==> src/rtl/bcg_pkg.sv <==
package bcg_pkg;
    typedef enum logic [1:0] {
        ST_IDLE  = 2'd0,
        ST_FIXED = 2'd1,
        ST_PAGE  = 2'd2
    } bcg_state_e;
endpackage

==> src/rtl/bcg_len_dec.sv <==
module bcg_len_dec #(
    parameter int                COL_W       = 10,
    parameter int                LEN_W       = 3,
    parameter int                FIX_LOG_MAX = 3,
    parameter logic [LEN_W-1:0]  PAGE_CODE   = 3'd7
) (
    input  logic [LEN_W-1:0] len_sel,
    input  logic             ilv,
    output logic [COL_W-1:0] mask,
    output logic             is_page,
    output logic             legal
);
    localparam int N_FIX = FIX_LOG_MAX + 1;

    logic [COL_W-1:0] fix_mask [N_FIX];
    logic [N_FIX-1:0] hit;

    // one mask entry per fixed length, generated from its log2 value
    generate
        for (genvar i = 0; i < N_FIX; i++) begin : g_fix
            assign fix_mask[i] = COL_W'((1 << i) - 1);
            assign hit[i]      = (len_sel == LEN_W'(i));
        end
    endgenerate

    always_comb begin
        mask    = '0;
        is_page = (len_sel == PAGE_CODE);
        for (int i = 0; i < N_FIX; i++) begin
            if (hit[i]) mask = mask | fix_mask[i];
        end
        if (is_page) mask = '1;
        // full page is only meaningful for the sequential order
        legal = (|hit) || (is_page && !ilv);
    end
endmodule

==> src/rtl/bcg_fsm.sv <==
module bcg_fsm
    import bcg_pkg::*;
#(
    parameter int COL_W = 10
) (
    input  logic             clk,
    input  logic             rst_n,
    input  logic             start_ok,
    input  logic             stop,
    input  logic             is_page,
    input  logic [COL_W-1:0] mask_in,
    input  logic [COL_W-1:0] start_col,
    input  logic             ilv,
    output bcg_state_e       state_q,
    output logic [COL_W-1:0] base_q,
    output logic [COL_W-1:0] beat_q,
    output logic [COL_W-1:0] mask_q,
    output logic             ilv_q
);
    bcg_state_e       state_d;
    logic [COL_W-1:0] base_d, beat_d, mask_d;
    logic             ilv_d;

    always_comb begin
        state_d = state_q;
        base_d  = base_q;
        beat_d  = beat_q;
        mask_d  = mask_q;
        ilv_d   = ilv_q;
        if (start_ok) begin
            // LOAD_FIX / LOAD_PAGE: a legal request wins over everything
            state_d = is_page ? ST_PAGE : ST_FIXED;
            base_d  = start_col;
            beat_d  = '0;
            mask_d  = mask_in;
            ilv_d   = ilv;
        end else begin
            unique case (state_q)
                ST_IDLE: begin
                    state_d = ST_IDLE;
                end
                ST_FIXED: begin
                    if (stop || beat_q == mask_q) begin
                        // HALT or FINISH
                        state_d = ST_IDLE;
                        base_d  = '0;
                        beat_d  = '0;
                        mask_d  = '0;
                        ilv_d   = 1'b0;
                    end else begin
                        // ADVANCE
                        beat_d = beat_q + 1'b1;
                    end
                end
                ST_PAGE: begin
                    if (stop) begin
                        // HALT
                        state_d = ST_IDLE;
                        base_d  = '0;
                        beat_d  = '0;
                        mask_d  = '0;
                        ilv_d   = 1'b0;
                    end else begin
                        // ADVANCE, wraps through every column
                        beat_d = beat_q + 1'b1;
                    end
                end
                default: begin
                    state_d = ST_IDLE;
                end
            endcase
        end
    end

    always_ff @(posedge clk or negedge rst_n) begin
        if (!rst_n) begin
            state_q <= ST_IDLE;
            base_q  <= '0;
            beat_q  <= '0;
            mask_q  <= '0;
            ilv_q   <= 1'b0;
        end else begin
            state_q <= state_d;
            base_q  <= base_d;
            beat_q  <= beat_d;
            mask_q  <= mask_d;
            ilv_q   <= ilv_d;
        end
    end
endmodule

==> src/rtl/bcg_addr_map.sv <==
module bcg_addr_map #(
    parameter int COL_W = 10
) (
    input  logic             active,
    input  logic [COL_W-1:0] base,
    input  logic [COL_W-1:0] beat,
    input  logic [COL_W-1:0] mask,
    input  logic             ilv,
    output logic [COL_W-1:0] col
);
    logic [COL_W-1:0] low_seq, low_ilv, low_sel;

    always_comb begin
        // sequential: add inside the aligned block, carry out is dropped by mask
        low_seq = ((base & mask) + beat) & mask;
        // interleaved: beat index flips the low bits
        low_ilv = (base ^ beat) & mask;
        low_sel = ilv ? low_ilv : low_seq;
        col     = active ? ((base & ~mask) | low_sel) : '0;
    end
endmodule

==> src/rtl/burst_col_gen.sv <==
module burst_col_gen
    import bcg_pkg::*;
#(
    parameter int COL_W       = 10,
    parameter int LEN_W       = 3,
    parameter int FIX_LOG_MAX = 3
) (
    input  logic             clk,
    input  logic             rst_n,
    input  logic             start,
    input  logic [COL_W-1:0] start_col,
    input  logic [LEN_W-1:0] len_sel,
    input  logic             ilv,
    input  logic             stop,
    output logic [COL_W-1:0] col_out,
    output logic             col_vld,
    output logic             last_beat
);
    localparam logic [LEN_W-1:0] PAGE_CODE = {LEN_W{1'b1}};

    logic [COL_W-1:0] dec_mask;
    logic             dec_page, dec_legal, start_ok;
    bcg_state_e       state_q;
    logic [COL_W-1:0] base_q, beat_q, mask_q;
    logic             ilv_q;

    bcg_len_dec #(
        .COL_W(COL_W), .LEN_W(LEN_W), .FIX_LOG_MAX(FIX_LOG_MAX), .PAGE_CODE(PAGE_CODE)
    ) u_dec (
        .len_sel(len_sel), .ilv(ilv), .mask(dec_mask), .is_page(dec_page), .legal(dec_legal)
    );

    assign start_ok = start && dec_legal;

    bcg_fsm #(.COL_W(COL_W)) u_fsm (
        .clk(clk), .rst_n(rst_n), .start_ok(start_ok), .stop(stop),
        .is_page(dec_page), .mask_in(dec_mask), .start_col(start_col), .ilv(ilv),
        .state_q(state_q), .base_q(base_q), .beat_q(beat_q), .mask_q(mask_q), .ilv_q(ilv_q)
    );

    always_comb begin
        col_vld   = (state_q != ST_IDLE);
        last_beat = (state_q == ST_FIXED) && (beat_q == mask_q);
    end

    bcg_addr_map #(.COL_W(COL_W)) u_map (
        .active(col_vld), .base(base_q), .beat(beat_q), .mask(mask_q), .ilv(ilv_q), .col(col_out)
    );
endmodule

==> config.mk <==
export PLATFORM = sky130hd
export DESIGN_NAME = burst_col_gen
export DESIGN_NICKNAME = d
export VERILOG_FILES = /design/src/rtl/bcg_pkg.sv /design/src/rtl/bcg_len_dec.sv /design/src/rtl/bcg_fsm.sv /design/src/rtl/bcg_addr_map.sv /design/src/rtl/burst_col_gen.sv
export SDC_FILE = /design/constraint.sdc
export NUM_CORES = 1
export LEC_CHECK = 0
export ABC_CLOCK_PERIOD_IN_PS = 3400
export BUFFER_PORTS_ARGS = -buffer_cell sky130_fd_sc_hd__clkbuf_2
export CAP_MARGIN = 5
export CORE_MARGIN = 4
export CORE_UTILIZATION = 40
export DETAILED_ROUTE_END_ITERATION = 8
export GPL_TIMING_DRIVEN = 0
export PLACE_DENSITY = 0.56
export SETUP_SLACK_MARGIN = 0.02
export SLEW_MARGIN = 10
export SYNTH_ARGS = -nofsm -noshare
export SYNTH_HDL_FRONTEND = slang
export SYNTH_HIERARCHICAL = 1
export SYNTH_SLANG_ARGS = --single-unit
==> constraint.sdc <==
create_clock -name clk -period 3.4 [get_ports clk]
set_input_delay 0.85 -clock clk [delete_from_list [all_inputs] [get_ports clk]]
set_output_delay 0.85 -clock clk [all_outputs]
set_load 0.05 [all_outputs]
==> results.yml, run 1 <==
final_layout:
  antenna_cells_inserted: 0
  post_route_cells_drive_above_1_share_pct: 25.9
  layout.filler_cells: 677
  num-nets-final: 418
  post_layout_cell_count: 470
  syn_to_final_growth_pct: 22.3
  multi_input_logic_area_mm2: 0.00179
  regArea_um2: 838
place:
  gpl.final_weighted_congestion: 0.839
  numPlacedInstances: 448
  post_dp_hpwl_mm: 5.73
  port_buffers: 29
pwr:
  power.share.combinational_pct: 36.2
  net-switching-power_mw: 0.538
  power.density_cell_area_mw_per_mm2: 411
  p_int_mw: 0.851
  p_seq_share_pct: 36.0
  static-leakage-power_nw: 1.41
  peak_vdd_ir_mv: 0.186
  share_of_total_power_in_the_clock_network_pct: 27.8
  switching_share_pct: 38.7
critical_path:
  critPathLaunch: "u_fsm/base_q[0]$_DFFE_PN0P_"
  cp-end-kind: "primary output"
  timing.critical_path.arrival_ps: 2600
  critical_path.n_buffers_inverters: 2
  cpPeakStageDelay_ps: 370
  crit_cells: 10
  worst-path-max-fanout: 2
  critPathSlowestCell: "dfrtp_1"
  worst_path_dominant_cell_family: "compound AO/OA/AOI/OAI gates"
  beginning_of_the_worst_register_to_register_path: "u_fsm/mask_q[5]$_DFFE_PN0P_"
  worst-endpoint-required_ps: 2550
  critical_path.startpoint_type: "flop"
  critical_path_class: "reg -> out"
  rrSetupSlack_ps: 1440
  regToRegEndpoint: "u_fsm/beat_q[2]$_DFFE_PN0P_"
  count_of_cells_along_the_worst_register_to_register_path: 7
  critical_path.cell_chain: "and2_4 > ha_4 > inv_2 > fa_2 > nor2b_4 > o211ai_1 > a31oi_1 > mux2_4 > a211oi_4 > buf_8"
  worst_setup_path_endpoint: "col_out[8]"
clocking:
  cts_hold_buf: 0
  clock-sinks: 33
  clk_latency_ps: 290
  clockRootBuffer: "clkbuf_8"
  cts_max_level: 2
  cts_made_buffers: 5
  clock_tree.buffer_depth: 2
  clkSlewWorstSetupHoldPaths_ps: 80
  tritoncts: "done"
timing:
  skew_ps: 10.8
  setup_viol_count_final: 2
  post-route-worst-setup-slack_ps: -50.3
  layout_worst_path_cycle_share_pct: 101
  post_layout_min_period_ps: 3450
  slew_viol_final: 0
  worst_slew_margin_rel_pct: 43.3
  achievable-frequency_ghz: 0.290
  rsz_0062_raised_after_global_routing: "true"
  worst_tran_pin_value_ps: 850
  hold_viol: 0
  tns_ps: -94.6
floorplan:
  core_area_mm2: 0.00676
  initial_core_util_pct: 40.9
  ios: 30
  horiz_die_dim_um: 91.1
  num_rows: 30
  die_h_um: 91.1
  fp.dieArea_mm2: 0.00830
route:
  route.detailed.vias_per_inst: 5.59
  postRouteWirelength_mm: 7.84
  detail_route.wl_per_cell_um: 16.7
  via_count: 2629
  firstDrtPassIters: 4
  drc_violation_count_after_routing: 0
  detail_route.iter0.violations: 106
  drtAntennaViolNets: 0
global_route:
  grt_overflow_total: 0
  grt.total_usage_pct: 19.9
  grt_pass1_vias: 2610
  first_pass_grt_wire_length_mm: 13.3
  antenna_found_initial: 0
  maximum_number_of_pins_on_one_net_before_global_route_repair: 34
synthesis:
  yosys_warnings: 6
  synth.area.mux_share_pct: 0.770
  synthesized_area_fraction_occupied_by_adder_cells_pct: 5.26
  yosysSeqAreaShare_pct: 29.9
  yosys_most_used_dff: "dfrtp_1"
  synth_edf_count: 0
  ys_async_sr_fraction_pct: 100
  count_of_unique_library_cells_instantiated_by_yosys: 57
  ys_ff_latch: 33
  synthXorXnorAreaFrac_pct: 9.20
  avgSynthCellArea_um2: 8.15
  synth_simple_gate_area_share_pct: 21.6
  cell_count_after_synthesis: 339
  syn_nets: 368
  largest_family_of_logic_cells_by_synthesized_area: "compound AO/OA/AOI/OAI gates"
  synth_compound_area_share_pct: 24.6
  mappedNetlistArea_mm2: 0.00276
outcome:
  outcome: "complete, but fails checks"
  violated_checks: "setup timing"
min_path:
  worstHoldPathType: "reg -> reg"
job:
  max_cap_viol_count: 0
-- cell families (layout without fill, tap and decap cells) --
| group | Yosys count | after routing |
|---|---|---|
| AOI/OAI and AO/OA | 101 | 101 |
| xor gates and xnor gates | 29 | 29 |
| buffers and inverters | 52 | 103 |
| DFF | 33 | 33 |
| muxes | 2 | 2 |
| adders and majority gates | 11 | 11 |
| and+or+nand+nor | 111 | 111 |
-- worst min-delay path by stage --
stage	startpoint	to	slack (ps)	cells after the start
2_1_floorplan	u_fsm/base_q[8]$_DFFE_PN0P_	u_fsm/base_q[8]$_DFFE_PN0P_	530	2
3_3_place_gp	u_fsm/base_q[2]$_DFFE_PN0P_	u_fsm/base_q[2]$_DFFE_PN0P_	560	2
3_5_place_dp	u_fsm/base_q[1]$_DFFE_PN0P_	u_fsm/base_q[1]$_DFFE_PN0P_	560	2
4_1_cts	u_fsm/base_q[3]$_DFFE_PN0P_	u_fsm/base_q[3]$_DFFE_PN0P_	580	2
5_1_grt	u_fsm/mask_q[1]$_DFFE_PN0P_	u_fsm/mask_q[1]$_DFFE_PN0P_	620	2
6_report	u_fsm/base_q[3]$_DFFE_PN0P_	u_fsm/base_q[3]$_DFFE_PN0P_	580	2
-- final cells by class --
class / count / share of cell area, %
plain buffers: 21 / 3.63
repair buffers: 43 / 8.60
inverters: 31 / 3.45
flip-flops and latches: 33 / 24.8
well taps: 80 / 2.96
clock inverters: 3 / 1.37
multi-input cells: 254 / 53.1
clock buffers: 5 / 2.04
-- power by group through the flow --
| stage | Combinational, mW | Clock [mW] | Sequential, mW |
|---|---|---|---|
| after floorplan | 0.332 | 0 | 0.488 |
| after global placement | 0.432 | 0 | 0.515 |
| after detailed placement | 0.437 | 0 | 0.516 |
| after CTS | 0.475 | 0.392 | 0.500 |
| after global routing | 0.555 | 0.410 | 0.508 |
| final | 0.503 | 0.385 | 0.500 |
-- cells in the mapped netlist, types with 2 or more instances --
| library cell | count | area, µm² |
|---|---|---|
| a211oi_2 | 2 | 25.0 |
| buf_2 | 5 | 25.0 |
| o211ai_1 | 5 | 37.5 |
| and3_1 | 5 | 31.3 |
| o21a_1 | 2 | 15.0 |
| inv_1 | 30 | 113 |
| ha_1 | 10 | 125 |
| o31ai_1 | 22 | 165 |
| or2_1 | 2 | 12.5 |
| xor2_1 | 9 | 78.8 |
| a211oi_1 | 4 | 30.0 |
| xnor2_1 | 20 | 175 |
| dfrtp_1 | 33 | 826 |
| o21ai_0 | 21 | 105 |
| or4b_1 | 2 | 20.0 |
| nand2_1 | 36 | 135 |
| o2bb2ai_1 | 2 | 17.5 |
| a21oi_1 | 14 | 70.1 |
| or3_1 | 2 | 12.5 |
| buf_4 | 8 | 60.1 |
| o2111ai_1 | 4 | 35.0 |
| nor2_1 | 14 | 52.6 |
| a31oi_1 | 3 | 18.8 |
| and2_1 | 9 | 56.3 |
| nor2b_1 | 2 | 12.5 |
| nand4_1 | 6 | 37.5 |
| o21ai_1 | 5 | 25.0 |
| and4_1 | 3 | 26.3 |
| nand2b_1 | 4 | 25.0 |
| nor3_1 | 13 | 65.1 |
| a22oi_1 | 4 | 30.0 |
| nor3b_1 | 2 | 15.0 |
| nor4b_1 | 2 | 17.5 |
| o22ai_1 | 2 | 12.5 |
| clkbuf_1 | 7 | 26.3 |
| a21o_1 | 3 | 22.5 |
| o21ai_2 | 2 | 17.5 |
-- cells in the final DEF, fill, tap and decap left out, types with 5 or more instances in the layout --
cell and count:
and2_1 8, dfrtp_2 10, dfrtp_1 23, clkbuf_2 23, xnor2_1 20, o31ai_1 22
clkbuf_8 6, nor2_1 14, xor2_1 9, o21ai_0 21, inv_1 29, clkbuf_1 7
nand4_1 6, nor3_1 13, and3_1 5, buf_2 5, buf_4 23, nand2_1 35
a21oi_1 13, o211ai_1 5
-- state kept, by name, indices dropped and copies added, names as in the netlist --
register and cells:
u_fsm/state_q 2, u_fsm/ilv_q 1, u_fsm/base_q 10, u_fsm/beat_q 10, u_fsm/mask_q 10
-- worst register-to-register path: cells and delay by family, from the launching register on --
family	cells	cell delay, ps
flops	1	460
xor+xnor	1	210
buf+inv	3	590
simple gates	3	570
-- through the flow --
step / hold slack [ps] / utilization (%) / worst slack, ps / power, mW / instance area [µm²]
2_1_floorplan: 526 / - / 30.4 / 0.821 / 2780
3_3_place_gp: 557 / 44.8 / -194 / 0.947 / 3030
3_5_place_dp: 561 / 44.8 / -176 / 0.953 / 3030
4_1_cts: 576 / 47.8 / -149 / 1.37 / 3230
5_1_grt: 618 / 50.0 / -140 / 1.47 / 3380
6_report: 577 / 50.0 / -50.3 / 1.39 / 3380
-- per-layer routing --
layer	vias to the layer above	global-route usage (%)	share of wire (%)
met5	-	0	0
met4	0	4.90	1.1
met3	8	3.73	4.3
met2	56	32.9	47
met1	1260	26.8	48
li1	1305	-	-
-- repair_timing --
| item | 4_1_cts | 5_1_grt |
|---|---|---|
| pin swaps | 6 | 7 |
| setup endpoints to repair | 6 | 6 |
| resized for setup | 20 | 22 |
| setup buffers | 4 | 10 |
No activity file was read; power rests on OpenSTA's default activity.
==> inputs of run 2 (changes only) <==
RECOVER_POWER = 50   (was not set)
==> run 2 against run 1 <==
Net effect:
- clock power barely moved
- utilization is 0.15 points lower
- cell area shrank 0.30%
- total power decreased by 0.23%
- critical path type unchanged
- hold slack hardly changed
- the flow finishes with violations (capacitance limit, slew limit, setup timing)
- register-to-register slack worse by 50 ps
- clock-buffer cell count unchanged
- sequential power about the same
- final cell count unchanged
- routed wire length down 0.85%
==> results.yml, run 2 (synthesized netlist as in run 1, its figures left out) <==
final_layout:
  top_regs: "u_fsm/base_q (10), u_fsm/beat_q (10), u_fsm/mask_q (10)"
  most-common-layout-cells: "nand2_1 (36), inv_1 (29), buf_4 (23), dfrtp_1 (23)"
  num-nets-final: 418
  mostFrequentLayoutCell: "nand2_1"
  design_area_mm2: 0.00337
  syn_to_final_growth_pct: 21.9
  antenna_cells_inserted: 0
  post_route_cells_drive_above_1_share_pct: 24.6
  multi_input_logic_area_mm2: 0.00179
  layout.filler_cells: 679
  regArea_um2: 838
pwr:
  net-switching-power_mw: 0.536
  switching_share_pct: 38.7
  p_int_mw: 0.849
  p_seq_share_pct: 36.1
  power.density_cell_area_mw_per_mm2: 411
  peak_vdd_ir_mv: 0.185
  power.share.combinational_pct: 36.1
  share_of_total_power_in_the_clock_network_pct: 27.8
  static-leakage-power_nw: 1.39
  design_power_total_mw: 1.39
route:
  detail_route.wl_per_cell_um: 16.5
  drc_violation_count_after_routing: 0
  via_count: 2614
  drtAntennaViolNets: 0
  firstDrtPassIters: 4
  detail_route.iter0.violations: 102
  route.detailed.vias_per_inst: 5.56
  postRouteWirelength_mm: 7.77
place:
  detailed_place.area_mm2: 0.00303
  post_dp_hpwl_mm: 5.73
  port_buffers: 29
  gpl.final_weighted_congestion: 0.839
timing:
  skew_ps: 10.5
  worst_slew_margin_rel_pct: -22.6
  post_layout_min_period_ps: 3450
  rsz_0062_raised_after_global_routing: "true"
  hold_viol: 0
  post-route-worst-setup-slack_ps: -49.7
  layout_worst_path_cycle_share_pct: 101
  slew_viol_final: 34
  achievable-frequency_ghz: 0.290
  worst_tran_pin_value_ps: 1840
  setup_viol_count_final: 2
critical_path:
  cp-end-kind: "primary output"
  cpPeakStageDelay_ps: 370
  critPathSlowestCell: "dfrtp_1"
  regToRegEndpoint: "u_fsm/beat_q[2]$_DFFE_PN0P_"
  worst-endpoint-required_ps: 2550
  critical_path.cell_chain: "and2_4 > ha_4 > inv_2 > fa_2 > nor2b_4 > o211ai_1 > a31oi_1 > mux2_4 > a211oi_4 > buf_8"
  worst_path_dominant_cell_family: "compound AO/OA/AOI/OAI gates"
  worst-path-max-fanout: 2
  critical_path.n_buffers_inverters: 2
  rrSetupSlack_ps: 1390
  count_of_cells_along_the_worst_register_to_register_path: 7
  timing.critical_path.arrival_ps: 2600
  critical_path.startpoint_type: "flop"
  beginning_of_the_worst_register_to_register_path: "u_fsm/mask_q[5]$_DFFE_PN0P_"
  critical_path_class: "reg -> out"
clocking:
  cts_max_level: 2
  cts_made_buffers: 5
  clkSlewWorstSetupHoldPaths_ps: 80
  clock_tree.buffer_depth: 2
  clockRootBuffer: "clkbuf_8"
  clk_latency_ps: 290
  clock-sinks: 33
  tritoncts: "done"
floorplan:
  die_h_um: 91.1
  horiz_die_dim_um: 91.1
  initial_core_util_pct: 40.9
  ios: 30
  num_rows: 30
  fp.dieArea_mm2: 0.00830
  core_area_mm2: 0.00676
global_route:
  antenna_found_initial: 0
  grt_overflow_total: 0
  maximum_number_of_pins_on_one_net_before_global_route_repair: 34
  grt.total_usage_pct: 19.9
  first_pass_grt_wire_length_mm: 13.3
  grt_pass1_vias: 2610
min_path:
  worstHoldPathType: "reg -> reg"
  whs_endpoint: "u_fsm/base_q[3]$_DFFE_PN0P_"
  worstHoldPathCells: 2
  min_from: "u_fsm/base_q[3]$_DFFE_PN0P_"
outcome:
  outcome: "complete, but fails checks"
  violated_checks: "capacitance limit, slew limit, setup timing"
job:
  max_cap_viol_count: 1
## run 2: changes by cell type in the layout (fill, tap and decap cells not counted)
cell / before / now
and2_0: 0 / 1
and2_1: 8 / 7
clkbuf_1: 7 / 10
clkbuf_2: 23 / 20
nand2_1: 35 / 36
nand2_2: 2 / 1
o21ai_0: 21 / 22
o21ai_2: 3 / 2
## run 2: timing repair
| action | CTS | global route |
|---|---|---|
| pin swaps | 6 | 7 |
| setup buffers | 4 | 10 |
| endpoints found under the setup margin | 6 | 6 |
| gates resized for setup | 20 | 22 |
| hold buffers | 0 | 0 |
| hold endpoints to repair | 0 | 0 |
## run 2: final cells by class
cell class | count | area share [%]
clock inverters | 3 | 1.37
plain buffers | 21 | 3.64
clock buffers | 5 | 2.04
inverters | 31 | 3.46
flip-flops and latches | 33 | 24.9
repair buffers | 43 | 8.51
multi-input cells | 254 | 53.1
well taps | 80 | 2.97
## run 2: per-stage QoR
stage               utilization [%]  TNS [ps]  hold WS, ps  instances  setup slack [ps]
finish                         49.8     -93.7          577        470             -49.7
global route                   49.8      -261          618        470              -140
CTS                            47.8      -234          576        460              -149
detailed placement             44.8      -257          561        448              -176
global placement               44.8      -277          557        448              -194
floorplan                         -         0          526        339              30.4
## run 2: metal layers
layer	GRT usage, %	vias to the layer above	wire length, µm
met3	3.73	8	358
met2	32.9	47	3610
li1	-	1305	-
met5	0	-	0
met4	4.90	0	89
met1	26.8	1254	3720
## run 2: worst max path at each step
stage                                startpoint         end  slack (ps)  depth (start not counted)
global placement    u_fsm/beat_q[0]$_DFFE_PN0P_  col_out[8]        -190                          9
floorplan           u_fsm/mask_q[0]$_DFFE_PN0P_  col_out[8]          30                          9
finish              u_fsm/base_q[0]$_DFFE_PN0P_  col_out[8]         -50                         10
global route        u_fsm/base_q[0]$_DFFE_PN0P_  col_out[8]        -140                         10
CTS                 u_fsm/base_q[0]$_DFFE_PN0P_  col_out[8]        -150                         10
detailed placement  u_fsm/beat_q[0]$_DFFE_PN0P_  col_out[8]        -180                          9
## run 2: worst min-delay path: stages, from the launching register on
cell,delay [ps]
dfrtp_1,410
inv_1,70
o31ai_1,70
## run 2: power by group through the flow
stage                     Sequential, mW  Combinational, mW  Clock [mW]
after floorplan                    0.488              0.332           0
after global placement             0.515              0.432           0
after detailed placement           0.516              0.437           0
after CTS                          0.500              0.475       0.392
after global routing               0.508              0.553       0.410
final                              0.500              0.501       0.385
